--- src/rtl/rxq_pkg.sv ---
`timescale 1ns/1ps
package rxq_pkg;
    // Default slot index width for the queue range
    localparam int unsigned RXQ_IDX_W_DEF = 6;

    // Sticky event flags kept by the manager
    typedef struct packed {
        logic af;   // queue filling warning
        logic ovf;  // frame lost on full queue
    } rxq_flags_t;
endpackage

--- src/rtl/rxq_idx_wrap.sv ---
`timescale 1ns/1ps
// Advances a slot index by a step inside [start, start+depth-1], wrapping.
module rxq_idx_wrap #(
    parameter int unsigned IDX_W = 6,
    parameter int unsigned CNT_W = IDX_W + 1
) (
    input  logic [IDX_W-1:0] idx,
    input  logic [IDX_W-1:0] start,
    input  logic [CNT_W-1:0] depth,
    input  logic [CNT_W-1:0] step,
    output logic [IDX_W-1:0] nxt
);
    localparam int unsigned SUM_W = CNT_W + 1;

    logic [IDX_W-1:0] rel;
    logic [SUM_W-1:0] sum;
    logic [SUM_W-1:0] folded;

    always_comb begin
        rel    = idx - start;
        sum    = SUM_W'(rel) + SUM_W'(step);
        folded = (sum >= SUM_W'(depth)) ? (sum - SUM_W'(depth)) : sum;
        nxt    = start + folded[IDX_W-1:0];
    end
endmodule

--- src/rtl/rxq_pop_sat.sv ---
`timescale 1ns/1ps
// Limits a requested release count to the number of entries held.
module rxq_pop_sat #(
    parameter int unsigned CNT_W = 7
) (
    input  logic             req,
    input  logic [CNT_W-1:0] cnt,
    input  logic [CNT_W-1:0] fill,
    output logic [CNT_W-1:0] removed
);
    always_comb begin
        if (!req)
            removed = '0;
        else if (cnt > fill)
            removed = fill;
        else
            removed = cnt;
    end
endmodule

--- src/rtl/rxq_index_mgr.sv ---
`timescale 1ns/1ps
module rxq_index_mgr #(
    parameter int unsigned IDX_W = rxq_pkg::RXQ_IDX_W_DEF,
    localparam int unsigned CNT_W = IDX_W + 1
) (
    input  logic             clk,
    input  logic             rst_n,
    input  logic             cfg_wr,
    input  logic [IDX_W-1:0] cfg_start,
    input  logic [CNT_W-1:0] cfg_depth,
    input  logic [CNT_W-1:0] cfg_wmark,
    input  logic             frame_vld,
    input  logic             tmr_expire,
    input  logic             pop_wr,
    input  logic [CNT_W-1:0] pop_cnt,
    input  logic             clr_af,
    input  logic             clr_ovf,
    output logic             wr_en,
    output logic [IDX_W-1:0] wr_idx,
    output logic [IDX_W-1:0] rd_idx,
    output logic [CNT_W-1:0] fill_lvl,
    output logic             af_flag,
    output logic             ovf_flag
);
    import rxq_pkg::*;

    typedef struct packed {
        logic [IDX_W-1:0] start;
        logic [CNT_W-1:0] depth;
        logic [IDX_W-1:0] rd;
        logic [IDX_W-1:0] wr;
        logic [CNT_W-1:0] fill;
        rxq_flags_t       flags;
    } rxq_state_t;

    rxq_state_t st_d, st_q;

    logic             room;
    logic             store;
    logic [CNT_W-1:0] removed;
    logic [IDX_W-1:0] rd_step_nxt;
    logic [IDX_W-1:0] wr_step_nxt;
    logic [CNT_W-1:0] fill_new;
    logic             af_set;
    logic             ovf_set;

    rxq_pop_sat #(.CNT_W(CNT_W)) pop_sat_i (
        .req     (pop_wr),
        .cnt     (pop_cnt),
        .fill    (st_q.fill),
        .removed (removed)
    );

    rxq_idx_wrap #(.IDX_W(IDX_W), .CNT_W(CNT_W)) rd_wrap_i (
        .idx   (st_q.rd),
        .start (st_q.start),
        .depth (st_q.depth),
        .step  (removed),
        .nxt   (rd_step_nxt)
    );

    rxq_idx_wrap #(.IDX_W(IDX_W), .CNT_W(CNT_W)) wr_wrap_i (
        .idx   (st_q.wr),
        .start (st_q.start),
        .depth (st_q.depth),
        .step  (CNT_W'(1)),
        .nxt   (wr_step_nxt)
    );

    always_comb begin
        st_d     = st_q;
        room     = st_q.fill < st_q.depth;
        store    = frame_vld && room && !cfg_wr;
        fill_new = st_q.fill + CNT_W'(store) - removed;
        af_set   = (store && (fill_new > cfg_wmark)) ||
                   (tmr_expire && (st_q.fill != '0));
        ovf_set  = frame_vld && !room;

        if (cfg_wr) begin
            // New range: empty the queue, leave flags untouched
            st_d.start = cfg_start;
            st_d.depth = cfg_depth;
            st_d.rd    = cfg_start;
            st_d.wr    = cfg_start;
            st_d.fill  = '0;
        end else begin
            st_d.fill = fill_new;
            st_d.rd   = rd_step_nxt;
            if (store)
                st_d.wr = wr_step_nxt;
            // Clear first, so a same-cycle set wins
            if (clr_af)
                st_d.flags.af = 1'b0;
            if (clr_ovf)
                st_d.flags.ovf = 1'b0;
            if (af_set)
                st_d.flags.af = 1'b1;
            if (ovf_set)
                st_d.flags.ovf = 1'b1;
        end
    end

    always_ff @(posedge clk or negedge rst_n) begin
        if (!rst_n)
            st_q <= '0;
        else
            st_q <= st_d;
    end

    assign wr_en    = store;
    assign wr_idx   = st_q.wr;
    assign rd_idx   = st_q.rd;
    assign fill_lvl = st_q.fill;
    assign af_flag  = st_q.flags.af;
    assign ovf_flag = st_q.flags.ovf;
endmodule

--- config.mk ---
export PLATFORM = sky130hd
export DESIGN_NAME = rxq_index_mgr
export DESIGN_NICKNAME = d
export VERILOG_FILES = /design/src/rtl/rxq_pkg.sv /design/src/rtl/rxq_idx_wrap.sv /design/src/rtl/rxq_pop_sat.sv /design/src/rtl/rxq_index_mgr.sv
export SDC_FILE = /design/constraint.sdc
export NUM_CORES = 1
export LEC_CHECK = 0
export ABC_AREA = 1
export CAP_MARGIN = 10
export CELL_PAD_IN_SITES_DETAIL_PLACEMENT = 0
export CELL_PAD_IN_SITES_GLOBAL_PLACEMENT = 1
export CORE_ASPECT_RATIO = 1.25
export CORE_MARGIN = 1.5
export CORE_UTILIZATION = 44
export DETAILED_ROUTE_END_ITERATION = 8
export PLACE_DENSITY_LB_ADDON = 0.1
export SYNTH_ARGS = -nofsm -noshare
export SYNTH_HDL_FRONTEND = slang
export SYNTH_SLANG_ARGS = --single-unit
--- constraint.sdc ---
create_clock -name clk -period 14.7 [get_ports clk]
set_clock_uncertainty 0.1 [all_clocks]
set_input_delay 3.675 -clock clk [delete_from_list [all_inputs] [get_ports clk]]
set_output_delay 3.675 -clock clk [all_outputs]
set_load 0.01 [all_outputs]
## Yosys cells after proc, flatten, opt, wreduce, memory -nomap -nowiden

Index checks and enable logic that the tools add are counted.

- Bits in registers: 34
- Input port bits: 35

- Add/subtract/negate cells: 10
- Bitwise gates (word level): 1
- Reductions and logical operators: 14
- Multiplexer cells: 10
- $lt $le $gt $ge: 5

Operator list:

| kind | number |
|---|---|
| $sub A6 B6 Y6 | 4 |
| $mux W19 | 1 |
| $mux W6 | 3 |
| $gt A7 B7 Y1 | 2 |
| $mux W7 | 2 |
| $add A6 B6 Y6 | 2 |
| $add A6 B7 Y8 | 1 |
| $ge A8 B7 Y1 | 1 |
| $add A6 B1 Y7 const B | 1 |
| $add A7 B1 Y7 | 1 |
| $ge A7 B7 Y1 | 1 |
| $lt A7 B7 Y1 | 1 |
| $reduce_bool A7 Y1 | 1 |
| $sub A7 B7 Y7 | 1 |
| $reduce_bool A2 Y1 | 3 |
| $logic_and A1 B1 Y1 | 5 |
| $mux W1 | 4 |
| $reduce_and A2 Y1 | 2 |
| $logic_not A1 Y1 | 2 |
| $logic_or A1 B1 Y1 | 1 |
| $not A1 Y1 | 1 |

## Depth between registers and ports, before layout

- Depth in word-level cells: 10
- Depth in mapped cells: 39
- Gate-level depth less buffers: 38

## Cells and area by module

Synthesis repeated with hierarchy kept, for this count alone.

- Cells, all modules: 695
- Area total of the unflattened synthesis: 4810.9 µm²

Modules (own cells, without submodules):

| module | seq. area each (µm²) | area each (µm²) | times used | cells each |
|---|---|---|---|---|
| rxq_index_mgr | 850.8 | 2202.1 | 1 | 280 |
| rxq_idx_wrap (wr_wrap_i) | 0.0 | 1159.9 | 1 | 176 |
| rxq_idx_wrap (rd_wrap_i) | 0.0 | 1098.6 | 1 | 177 |
| rxq_pop_sat | 0.0 | 350.3 | 1 | 62 |

## Worst setup path before layout

No wires, ideal clock.

- Path type: input to register
- Start point: in pop_cnt[6]
- End point: reg st_q, in the netlist rd_idx[5]
- Buffers on the path: 1
- Setup slack: 6.521 ns
- Stages: 36
- Arrival: 7.961 ns
- Cell sequence: ha_1 nand2_1 inv_1 a21oi_1 nand2_1 nand2_1 o21ai_0 a21oi_1 ha_1 inv_1 fa_1 nor2_1 a211oi_1 xor2_1 inv_1 ha_1 nand2_1 inv_1 nand2_1 nand3_1 a21oi_1 nand2_1 buf_4 a21oi_1 ha_1 nand3_1 nand3_1 nand2_1 nand2_1 a21o_1 nand2_1 nand2_1 inv_1 nand3_1 nand3_1 nand2_1

RTL lines:

| item | line | text |
|---|---|---|
| start, declared | rxq_index_mgr.sv:15 | `input logic [CNT_W-1:0] pop_cnt,` |
| end signal, assigned | rxq_index_mgr.sv:107 | `st_q <= st_d;` |
| end, declared | rxq_index_mgr.sv:36 | `rxq_state_t st_d, st_q;` |

## Final worst setup path

- Start point: in cfg_wr
- End point: out wr_en

- Word-level cells in the longest chain between the ends: 2

Ends and longest elaborated chain:

| item | line | text |
|---|---|---|
| start, declared | rxq_index_mgr.sv:8 | `input logic cfg_wr,` |
| $logic_not A1 Y1 | rxq_index_mgr.sv:73 | `store = frame_vld && room && !cfg_wr;` |
| $logic_and A1 B1 Y1 | rxq_index_mgr.sv:73 |  |
| end, declared | rxq_index_mgr.sv:18 | `output logic wr_en,` |

No other way between the ends.

==> results.cfg <==
[setup_path]
path_class = in -> out
worst-path-max-fanout = 33
crit_chain = clkdlybuf4s50_1 > buf_4 > inv_2 > nand4_1 > inv_1 > clkdlybuf4s50_1
critical_path_arrival_ns = 5.58
slowest_delay_ns = 0.55
crit_top_cell = clkdlybuf4s50_1
crit_family = buffers and inverters
worstPathRequired_ns = 10.93
end_kind = output port
startpoint_type = input pin
slowest_stage = clkdlybuf4s50_1
reg2reg_slack_ns = 8.84
crit_buf_inv = 5

[synth]
syn_nets = 692
synthTopCellsByArea = ha_1, dfrtp_1, nand2_1
ys_warn_count = 0
syn_area_per_cell_sq_um = 7.111
synth_common_cells = nand2_1, inv_1, ha_1
synth_area_leader_cell = ha_1
synth-edff-count = 0
yosysMostFrequentCell = nand2_1
yosysSeqAreaShare_pct = 20.81
synth_async_sr_flop_share_pct = 100.0
syn-cell-area_sq_um = 4089
syn_inst = 575
synth_top_area_share_pct = 22.64
synthFlopType = dfrtp_1
synth-seq-cells = 34
synth_cell_types = 35

[clocking]
htree_levels = 2
cts_sinks = 34
clk_pin_slew_ns = 0.06
cts_buffer_depth = 2
cts_resized = 0
postCtsSetupBuffers = 0
clock_latency_ns = 0.28
cts_tree = yes
clockRootBuffer = clkbuf_16
cts_buffers = 5
cts_hold_buf = 0

[floorplanning]
start_util_pct = 45.05
die-height_um = 110.8
die_area_sq_um = 9884
core-area_sq_um = 9076
die_width_um = 89.22
placementRows = 39
io_pins = 57

[route]
drt-wirelength-per-cell_um = 14.87
drt.antenna.violating_nets = 0
num_vias = 3871
drtIter0Drc = 144
drt_wl_total_um = 11220
drc = 0
firstDrtPassIters = 4
viasPerCell = 5.127

[layout]
layout-drive-gt1-share_pct = 3.006
multi_input_area_sq_um = 2838
fill_cells = 968
design_area_sq_um = 4917
n_antenna_cell = 0
regArea_sq_um = 850.8
layout.nets = 749
synthToLayoutAreaGrowth_pct = 20.26
final_util_pct = 54.18

[global_route]
grt_pass1_wl_um = 18320
grt_usage_pct = 24.32
gr-total-overflow = 0
grt_antenna_before_repair = 0
grt_pass1_vias = 3891
grt_max_degree = 35

[status]
status = completed

[place]
gp_congestion = 0.8807
dp_hpwl_um = 9438
placed_area_sq_um = 4782
io_buffers = 56

[min_path]
hp-class = reg -> reg

[sta]
setup_tns_ns = 0
fmax_mhz = 106.9
setup_violations = 0
tightest_slew_ns = 0.7637
fin_crit_sh_pct = 63.64
min_period_ns = 9.356
rsz0062_at_grt = no
drv_slew = 0
hold_viol = 0
relSlewSlack_pct = 48.90

[run]
cap_violations = 0
## kinds of logic (layout without fill, tap and decap cells)
group / after synthesis / count (layout) / share of synthesized area [%]
adders and majority gates: 82 / 82 / 26.56
DFF: 34 / 34 / 20.81
xor gates and xnor gates: 26 / 26 / 6.028
and+or+nand+nor: 238 / 238 / 24.66
buffers and inverters: 105 / 162 / 9.792
muxes: 1 / 1 / 0.2754
AOI/OAI and AO/OA: 89 / 89 / 11.87
## placed cells by master, fill, tap and decap left out, drive strengths merged, types with 2 or more instances in the layout
cell type,netlist,final
a31oi,6,6
nand2,138,138
fa,8,8
xor2,16,16
a21oi,39,39
xnor2,10,10
a21o,4,4
nor3,7,7
o21a,3,3
or2,3,3
clkdlybuf4s50,0,56
nor2,39,39
ha,74,74
o21ai,32,32
clkbuf,5,5
inv,97,97
nand3,37,37
buf,3,2
nand4,12,12
dfrtp,34,34
clkinv,0,2
## per-layer routing
layer / vias up / routed length, um / global-route usage (%) / part of all wire (%)
li1: 2002 / - / - / -
met1: 1792 / 4618 / 28.11 / 41
met2: 60 / 6057 / 45.11 / 54
met3: 17 / 264 / 2.532 / 2.4
met4: 0 / 284 / 7.897 / 2.5
met5: - / 0 / 0 / 0
## flip-flops by register name (all words and copies together) (netlist names)
register and flops:
af_flag 1, fill_lvl 7, ovf_flag 1, rd_idx 6, st_q 13, wr_idx 6
## worst paths after layout
path	start	end	cells after the start
setup / recovery	cfg_wr	wr_en	6
min in group asynchronous	rst_n	wr_idx[2]	2
hold / removal	af_flag	af_flag	2
hold reg to reg	af_flag	af_flag	2
max in group asynchronous	rst_n	st_q[26]	2
setup reg to reg	fill_lvl[6]	rd_idx[5]	36
## metrics by stage
stage	cells	setup slack [ns]	hold WS, ns
2_1_floorplan	575	6.521	0.3972
3_3_place_gp	748	5.326	0.3656
3_5_place_dp	748	5.295	0.3677
4_1_cts	755	5.293	0.3836
5_1_grt	755	4.922	0.4044
6_report	755	5.344	0.3761
## layout make-up
class,count,share of cell area [%]
inverters,97,7.405
well taps,123,3.130
multi-input cells,436,57.71
clock inverters,2,0.2036
clock buffers,5,2.545
repair buffers,58,11.70
flip-flops and latches,34,17.30
## tightest hold or removal path, delay by kind of cell, from the launching register on
family,cells,cell delay [ns]
AND/OR/NAND/NOR,2,0.10
flip-flops,1,0.34
Power is left out: the tool's default activity adds up to more than one toggle a clock period on the data nets, which glitch-free logic cannot reach.
